<file path="src/rtl/mref_ea_pkg.sv">
// Shared types for the memory-reference address generator.
// Assumes: a single clock domain; no other package defines these names.
package mref_ea_pkg;
    // Width of a word address for the default configuration.
    localparam int unsigned DEF_WAW = 15;

    // Pointer-walk controller state.
    typedef enum logic {
        WK_IDLE = 1'b0,
        WK_WAIT = 1'b1
    } walk_st_t;
endpackage

</file>
<file path="src/rtl/mref_ea_base.sv">
// Base address former: computes the scratchpad or relative word address
// and the matching byte address from the field and the program counter.
// Assumes: purely combinational; all sums wrap at the address width.
module mref_ea_base #(
    parameter int unsigned WAW = 15,
    parameter int unsigned FW  = 8
) (
    input  logic [FW-1:0]  fld,
    input  logic [WAW-1:0] pc,
    input  logic           rel,
    input  logic           back,
    input  logic           bytem,
    output logic [WAW-1:0] word_base,
    output logic [WAW:0]   byte_base
);
    logic [WAW-1:0] fld_w;
    logic [WAW-1:0] fwd_w;
    logic [WAW-1:0] bwd_w;

    // Forward and backward relative word sums.
    always_comb begin
        fld_w = WAW'(fld);
        fwd_w = pc + WAW'(1) + fld_w;
        bwd_w = pc - fld_w;
    end

    // Word base: backward only in word mode; byte mode forces forward.
    always_comb begin
        if (!rel)
            word_base = fld_w;
        else if (back && !bytem)
            word_base = bwd_w;
        else
            word_base = fwd_w;
    end

    // Byte base: relative puts the direction bit into the select position.
    always_comb begin
        if (rel)
            byte_base = {fwd_w, back};
        else
            byte_base = (WAW+1)'(fld);
    end
endmodule

</file>
<file path="src/rtl/mref_ea_idx_add.sv">
// Post-index adder: adds the index value to an address when enabled.
// Assumes: the result wraps modulo 2^W.
module mref_ea_idx_add #(
    parameter int unsigned W = 15
) (
    input  logic [W-1:0] base,
    input  logic [W-1:0] xval,
    input  logic         en,
    output logic [W-1:0] sum
);
    // Conditional modular addition of the index.
    always_comb sum = base + (en ? xval : '0);
endmodule

</file>
<file path="src/rtl/mref_ea_walk.sv">
// Pointer walker: issues pointer reads over a request/valid port and
// follows further-indirect pointers in word mode up to MAX_LVL reads.
// Assumes: rd_valid is only given while rd_req is high; bytem is stable
// for the whole walk (the top captures it at start).
module mref_ea_walk
    import mref_ea_pkg::*;
#(
    parameter int unsigned WAW     = 15,
    parameter int unsigned MAX_LVL = 16
) (
    input  logic           clk,
    input  logic           rst_n,
    input  logic           go,
    input  logic [WAW-1:0] ptr_addr,
    input  logic           bytem,
    input  logic           rd_valid,
    input  logic [WAW:0]   rd_data,
    output logic           rd_req,
    output logic [WAW-1:0] rd_addr,
    output logic           busy,
    output logic           fin,
    output logic           fin_err
);
    localparam int unsigned DW   = WAW + 1;
    localparam int unsigned LVLW = $clog2(MAX_LVL + 1);

    walk_st_t        st;
    logic [LVLW-1:0] lvl;
    logic            more;

    // Decide whether the returned pointer leads to another read.
    always_comb begin
        more    = !bytem && rd_data[DW-1] && (lvl < LVLW'(MAX_LVL));
        busy    = (st == WK_WAIT);
        fin     = busy && rd_valid && !more;
        fin_err = fin && !bytem && rd_data[DW-1];
    end

    // Walk state, request line, read address and level count.
    always_ff @(posedge clk) begin
        if (!rst_n) begin
            st      <= WK_IDLE;
            rd_req  <= 1'b0;
            rd_addr <= '0;
            lvl     <= '0;
        end else begin
            case (st)
                WK_IDLE: begin
                    if (go) begin
                        st      <= WK_WAIT;
                        rd_req  <= 1'b1;
                        rd_addr <= ptr_addr;
                        lvl     <= LVLW'(1);
                    end
                end
                WK_WAIT: begin
                    if (rd_valid) begin
                        if (more) begin
                            rd_addr <= rd_data[WAW-1:0];
                            lvl     <= lvl + LVLW'(1);
                        end else begin
                            st     <= WK_IDLE;
                            rd_req <= 1'b0;
                        end
                    end
                end
                default: st <= WK_IDLE;
            endcase
        end
    end

    AST_REQ_HELD: assert property (@(posedge clk) disable iff (!rst_n)
        rd_req && !rd_valid |=> rd_req && $stable(rd_addr));
    AST_LVL_CAP: assert property (@(posedge clk) disable iff (!rst_n)
        busy |-> (lvl >= LVLW'(1)) && (lvl <= LVLW'(MAX_LVL)));
    AST_BYTE_ONE_READ: assert property (@(posedge clk) disable iff (!rst_n)
        rd_req && rd_valid && bytem |=> !rd_req);
endmodule

</file>
<file path="src/rtl/mref_ea_gen.sv">
// Memory-reference operand address generator (top).
// Forms scratchpad, relative, indexed and indirect addresses in word or
// byte granularity; returns a word address, a byte select and done.
// Assumes: start is a one-cycle request; inputs are valid with start.
module mref_ea_gen
    import mref_ea_pkg::*;
#(
    parameter int unsigned WAW     = DEF_WAW,
    parameter int unsigned FW      = 8,
    parameter int unsigned MAX_LVL = 16
) (
    input  logic           clk,
    input  logic           rst_n,
    input  logic           start,
    input  logic [FW-1:0]  addr_fld,
    input  logic [2:0]     mode_bits,
    input  logic           dir_sel,
    input  logic           byte_mode,
    input  logic [WAW-1:0] pc,
    input  logic [WAW:0]   xreg,
    output logic           rd_req,
    output logic [WAW-1:0] rd_addr,
    input  logic           rd_valid,
    input  logic [WAW:0]   rd_data,
    output logic [WAW-1:0] ea_word,
    output logic           ea_bsel,
    output logic           done,
    output logic           err
);
    localparam int unsigned DW = WAW + 1;

    logic           busy, fin, fin_err;
    logic           accept, direct_go, ind_go;
    logic [WAW-1:0] word_base;
    logic [DW-1:0]  byte_base;
    logic [DW-1:0]  lat_x;
    logic           lat_idx, lat_bm;
    logic [DW-1:0]  x_sel;
    logic           idx_sel, bm_sel;
    logic [WAW-1:0] word_in, word_sum;
    logic [DW-1:0]  byte_in, byte_sum;

    // Start acceptance: only while no walk is in progress.
    always_comb begin
        accept    = start && !busy;
        direct_go = accept && !mode_bits[2];
        ind_go    = accept && mode_bits[2];
    end

    // Capture index, index enable and granularity for an indirect walk.
    always_ff @(posedge clk) begin
        if (!rst_n) begin
            lat_x   <= '0;
            lat_idx <= 1'b0;
            lat_bm  <= 1'b0;
        end else if (accept) begin
            lat_x   <= xreg;
            lat_idx <= mode_bits[1];
            lat_bm  <= byte_mode;
        end
    end

    // Operand selection: live inputs when direct, captured ones when walking.
    always_comb begin
        x_sel   = busy ? lat_x   : xreg;
        idx_sel = busy ? lat_idx : mode_bits[1];
        bm_sel  = busy ? lat_bm  : byte_mode;
        word_in = fin ? rd_data[WAW-1:0] : word_base;
        byte_in = fin ? rd_data          : byte_base;
    end

    mref_ea_base #(.WAW(WAW), .FW(FW)) u_base (
        .fld       (addr_fld),
        .pc        (pc),
        .rel       (mode_bits[0]),
        .back      (dir_sel),
        .bytem     (byte_mode),
        .word_base (word_base),
        .byte_base (byte_base)
    );

    mref_ea_walk #(.WAW(WAW), .MAX_LVL(MAX_LVL)) u_walk (
        .clk      (clk),
        .rst_n    (rst_n),
        .go       (ind_go),
        .ptr_addr (word_base),
        .bytem    (lat_bm),
        .rd_valid (rd_valid),
        .rd_data  (rd_data),
        .rd_req   (rd_req),
        .rd_addr  (rd_addr),
        .busy     (busy),
        .fin      (fin),
        .fin_err  (fin_err)
    );

    mref_ea_idx_add #(.W(WAW)) u_add_word (
        .base (word_in),
        .xval (x_sel[WAW-1:0]),
        .en   (idx_sel),
        .sum  (word_sum)
    );

    mref_ea_idx_add #(.W(DW)) u_add_byte (
        .base (byte_in),
        .xval (x_sel),
        .en   (idx_sel),
        .sum  (byte_sum)
    );

    // Result registers: address, byte select, done and error pulses.
    always_ff @(posedge clk) begin
        if (!rst_n) begin
            ea_word <= '0;
            ea_bsel <= 1'b0;
            done    <= 1'b0;
            err     <= 1'b0;
        end else begin
            done <= direct_go || fin;
            err  <= fin && fin_err;
            if (direct_go || fin) begin
                if (bm_sel) begin
                    ea_word <= byte_sum[DW-1:1];
                    ea_bsel <= byte_sum[0];
                end else begin
                    ea_word <= word_sum;
                    ea_bsel <= 1'b0;
                end
            end
        end
    end

    AST_DIRECT_DONE: assert property (@(posedge clk) disable iff (!rst_n)
        start && !busy && !mode_bits[2] |=> done);
    AST_ERR_WITH_DONE: assert property (@(posedge clk) disable iff (!rst_n)
        err |-> done);
    AST_NO_REQ_DIRECT: assert property (@(posedge clk) disable iff (!rst_n)
        start && !busy && !mode_bits[2] |=> !rd_req);
endmodule

</file>
<file path="config.mk">
export PLATFORM = sky130hd
export DESIGN_NAME = mref_ea_gen
export DESIGN_NICKNAME = d
export VERILOG_FILES = /design/src/rtl/mref_ea_pkg.sv /design/src/rtl/mref_ea_base.sv /design/src/rtl/mref_ea_idx_add.sv /design/src/rtl/mref_ea_walk.sv /design/src/rtl/mref_ea_gen.sv
export SDC_FILE = /design/constraint.sdc
export NUM_CORES = 1
export LEC_CHECK = 0
export BUFFER_PORTS_ARGS = -buffer_cell sky130_fd_sc_hd__buf_2
export CORE_ASPECT_RATIO = 1.5
export CORE_MARGIN = 5
export CORE_UTILIZATION = 40
export CTS_CLUSTER_SIZE = 12
export DETAILED_ROUTE_END_ITERATION = 10
export REMOVE_ABC_BUFFERS = 1
export SYNTH_ARGS = -nofsm -noshare
export SYNTH_HDL_FRONTEND = slang
export SYNTH_SLANG_ARGS = --single-unit
</file>
<file path="constraint.sdc">
create_clock -name clk -period 10.2 [get_ports clk]
set_clock_uncertainty 0.1 [all_clocks]
set_input_delay 2.04 -clock clk [delete_from_list [all_inputs] [get_ports clk]]
set_output_delay 2.04 -clock clk [all_outputs]
set_load 0.02 [all_outputs]
</file>
==> results.md <==
Routing:
- The residual antenna-violating net count after detailed routing is 0.
- The violation count after the first detailed-route iteration is 258.
- The final wirelength is 16.6 mm.
- After detailed routing, the average wire length per cell comes to 17.1 um.
- The number of search-and-repair iterations in the first detailed-routing pass is 5.
- After detailed routing, the number of vias per cell comes to 5.77.
- The remaining design rule violation count is 0.
- The final route contains 5611 vias.

Layout:
- The number of fill cells in the layout is 1406.
- In the final layout, the multi-input gates occupy 0.00395 sq mm.
- After the flow finishes, the layout carries non-filler instances totaling 973.
- The sequential cells in the finished layout cover a total of 0.00116 sq mm.
- The total inserted antenna cells is 0.
- The area growth from synthesis to layout is 16.3%.
- Of the cells placed in the final design, the portion with a size suffix greater than 1 is 16.5%.
- The final layout contains 920 nets.

Logic synthesis:
- The top cell type's share of synthesized area is 21.6%.
- In this run, synthesis inferred 0 flip-flops with an integrated enable.
- The instance count of the mapped netlist is 734.
- Of all cell types, the one taking the most synthesized area is sky130_fd_sc_hd__dfxtp_1.
- After synthesis, the netlist uses 62 different library cells.
- Yosys printed 0 warnings.
- The most used flip-flop cell after synthesis is sky130_fd_sc_hd__dfxtp_1.
- The share of flip-flops with an asynchronous set or reset after synthesis is 0%.
- Sequential cells were found to cover 21.6% of the synthesized design area.
- The area of the mapped netlist is 0.00538 sq mm.
- The mean post-synth cell area is 7.32 sq um.
- Yosys attributes the largest share of cell area to sky130_fd_sc_hd__dfxtp_1 (22%), sky130_fd_sc_hd__ha_1 (11%), sky130_fd_sc_hd__nand2_1 (7.3%).
- The flop and latch count out of synthesis is 58.

Critical path:
- The peak fanout along the critical path is 4.
- The kind of critical path is in2reg.
- The arrival time of the worst setup path is 6230 ps.
- The worst setup path is captured at a flop.
- The required time of the critical path is 10360 ps.
- The type of origin of the critical path is a primary input.

Floorplanning:
- The die covers 0.0159 sq mm.
- The I/O pin total is 98.
- The horizontal extent of the die is 105 um.
- The site row count is 52.
- The starting density of the core is 40.3%.
- In this run the vertical extent of the chip is 152 um.
- The floorplan step defined a core boundary enclosing 0.0133 sq mm.

Place:
- The HPWL after detailed placement is 13.3 mm.
- Counting tap cells, the placed design contains a total of 957 instances.
- At the end of routability-driven placement, the weighted congestion stood at 0.869.
- The number of input and output port buffers inserted is 97.

Timing:
- Setup repair after global routing left no endpoint under its margin.
- After layout, the minimum clock period comes to 6070 ps.
- Derived from the worst setup path, the maximum achievable clock frequency is 165 MHz.
- Summed over all failing endpoints, the final setup total negative slack is 0 ps.
- The number of pins exceeding their max-slew limit in the final report came to 0.
- The hold violation total from the final report is 0.
- The tightest slew margin relative to the limit is 17.4%.
- Setup violations remaining at the end of the flow were counted as 0.
- For the pin with the worst max-slew slack, the measured transition is 1230 ps.
- The final critical-path share of the clock period is 59.5%.

Hold path:
- The type of the most critical hold path is reg2reg.

Clock network:
- Counting the buffers created by CTS gives 9.
- TritonCTS built the clock tree.
- Post-CTS repair changed the size of 0 cells.
- The clock network latency to the later pin of the worst-skew pair is 330 ps.
- For this design, the CTS-stage hold fixing added 0 buffers.
- The number of clock sinks seen by CTS is 58.
- The maximum clock insertion buffer count is 2.
- Clock-pin slew was measured on the worst setup and hold paths at 50 ps.
- After clock tree synthesis, the setup repair step added 0 buffers.
- The H-tree generated during clock tree synthesis spans 3 levels.
- The root cell of the clock tree is sky130_fd_sc_hd__clkbuf_16.

Pwr:
- The static power due to leakage is 2.74 nW.
- The power per cell area is 141 mW/mm^2.
- The design draws 879 uW.
- The worst-case IR drop observed on VDD is 0.0000848 V.

Run:
- The tool flagged a number of max-cap violations equal to 0.

Global route:
- The global-route usage over all layers is 20.4%.
- The overflow left after global routing is 0.
- The first global-routing pass estimated 27.1 mm of wire.
- The via count of the first global-routing pass came to 5612.
- The largest net degree at the start of global routing is 51.
- The initial antenna violation count is 0.

Outcome:
- The flow ran to the end, and the final reports show no timing, DRC or antenna violations.
[worst max-delay path, cell delays in order]
cell and delay, ps:
sky130_fd_sc_hd__buf_2 90, sky130_fd_sc_hd__inv_1 50, sky130_fd_sc_hd__ha_1 210, sky130_fd_sc_hd__inv_1 70, sky130_fd_sc_hd__fa_1 200, sky130_fd_sc_hd__nand2b_1 100
sky130_fd_sc_hd__a221oi_1 650, sky130_fd_sc_hd__nor2_1 90, sky130_fd_sc_hd__nor2_1 150, sky130_fd_sc_hd__o31ai_1 100, sky130_fd_sc_hd__xnor2_1 210, sky130_fd_sc_hd__a211oi_1 100
sky130_fd_sc_hd__a21o_1 210, sky130_fd_sc_hd__ha_1 300, sky130_fd_sc_hd__or2_2 320, sky130_fd_sc_hd__a21oi_1 200, sky130_fd_sc_hd__nor4_1 110, sky130_fd_sc_hd__a2111oi_4 370
sky130_fd_sc_hd__a21oi_1 140, sky130_fd_sc_hd__xor3_1 370, sky130_fd_sc_hd__a21oi_1 120
[sequential cells by signal, indices dropped and copies added (netlist names)]
signal / flops
done: 1
ea_bsel: 1
ea_word: 15
err: 1
lat_bm: 1
lat_idx: 1
lat_x: 16
u_walk.busy: 1
u_walk.lvl: 5
u_walk.rd_addr: 15
u_walk.rd_req: 1
[path summary, 6_finish.rpt]
path         cells after the start                     from  slack, ps                  endpoint
max                             21              addr_fld[0]       4130  ea_word[14]$_SDFFE_PN0P_
min                              2  ea_word[1]$_SDFFE_PN0P_        350   ea_word[1]$_SDFFE_PN0P_
max reg2reg                     14   u_walk.busy$_SDFF_PN0_       5770  ea_word[14]$_SDFFE_PN0P_
min reg2reg                      2  ea_word[1]$_SDFFE_PN0P_        350   ea_word[1]$_SDFFE_PN0P_
[area by class of cell]
| class | count | share of cell area, % |
|---|---|---|
| clock buffer | 14 | 4.22 |
| clock inverter | 2 | 0.560 |
| inverter | 27 | 1.62 |
| multi-input combinational | 606 | 63.2 |
| sequential | 58 | 18.6 |
| tap | 162 | 3.24 |
| timing repair buffer | 104 | 8.61 |
[cells by family (layout without fill, tap and decap cells)]
| group | count (synthesis) | after routing | share of synthesized area [%] |
|---|---|---|---|
| AND/OR/NAND/NOR | 274 | 274 | 23.3 |
| AO/OA/AOI/OAI | 211 | 211 | 25.4 |
| buffers and inverters | 70 | 147 | 4.93 |
| flip-flops | 58 | 58 | 21.6 |
| adder cells (fa/ha/maj) | 50 | 50 | 12.2 |
| XOR/XNOR | 48 | 48 | 8.24 |
| multiplexers | 23 | 23 | 4.33 |
[through the flow]
stage | hold slack (ps) | setup slack, ps | cell area (sq um) | utilization, %
2_1_floorplan | 334 | 4480 | 5210 | -
3_3_place_gp | 341 | 3970 | 5950 | 44.6
3_5_place_dp | 345 | 3830 | 5950 | 44.6
4_1_cts | 351 | 4160 | 6250 | 46.9
5_1_grt | 364 | 3800 | 6250 | 46.9
6_report | 346 | 4130 | 6250 | 46.9
[where the power goes]
part / internal, mW / switching (mW)
registers: 0.243 / 0.0100
clock network: 0.202 / 0.102
logic: 0.129 / 0.192
total: 0.574 / 0.305
[cell usage after synthesis (all sizes together) (4+ instances only)]
cell    count
nand3      18
a211oi      9
o21a        6
fa          4
o31ai       4
and3       11
o21ai      49
a21o        7
nor3       16
clkbuf     38
nand2     105
o21bai      5
a22oi       5
nand4       5
xnor2      33
nor4        4
or3        11
a31oi      10
inv        26
mux2i      21
a22o        4
a311oi      4
a21oi      66
xor2       14
or4         5
or2         6
o211ai     10
nor2       73
dfxtp      58
nor2b       7
nand2b      6
buf         5
o221ai      5
ha         46
[cell usage in the layout, fill, tap and decap left out, types with 6 or more instances in the layout]
cell	synthesis	routed
sky130_fd_sc_hd__nand3_1	18	18
sky130_fd_sc_hd__a21o_1	7	7
sky130_fd_sc_hd__nor2b_1	6	6
sky130_fd_sc_hd__inv_1	26	26
sky130_fd_sc_hd__dfxtp_1	58	58
sky130_fd_sc_hd__ha_1	46	46
sky130_fd_sc_hd__buf_4	0	7
sky130_fd_sc_hd__xor2_1	13	13
sky130_fd_sc_hd__nor3_1	16	16
sky130_fd_sc_hd__o211ai_1	8	8
sky130_fd_sc_hd__or2_2	6	6
sky130_fd_sc_hd__o21ai_0	47	47
sky130_fd_sc_hd__o21a_1	6	6
sky130_fd_sc_hd__and3_1	11	11
sky130_fd_sc_hd__a21oi_1	66	66
sky130_fd_sc_hd__clkbuf_16	0	9
sky130_fd_sc_hd__nand2_1	105	105
sky130_fd_sc_hd__nor2_1	73	73
sky130_fd_sc_hd__a31oi_1	10	10
sky130_fd_sc_hd__xnor2_1	33	33
sky130_fd_sc_hd__nand2b_1	6	6
sky130_fd_sc_hd__buf_2	2	97
sky130_fd_sc_hd__mux2i_1	21	21
sky130_fd_sc_hd__or3_1	11	11
sky130_fd_sc_hd__a211oi_1	8	8
[layer usage]
layer | routed length (um) | vias to the layer above | global-route usage (%)
met5 | 0 | - | 0
met3 | 685 | 39 | 2.80
li1 | - | 2768 | -
met2 | 8500 | 163 | 36.8
met1 | 6900 | 2641 | 23.8
met4 | 502 | 0 | 8.65
No activity file was read; power rests on OpenSTA's default activity.
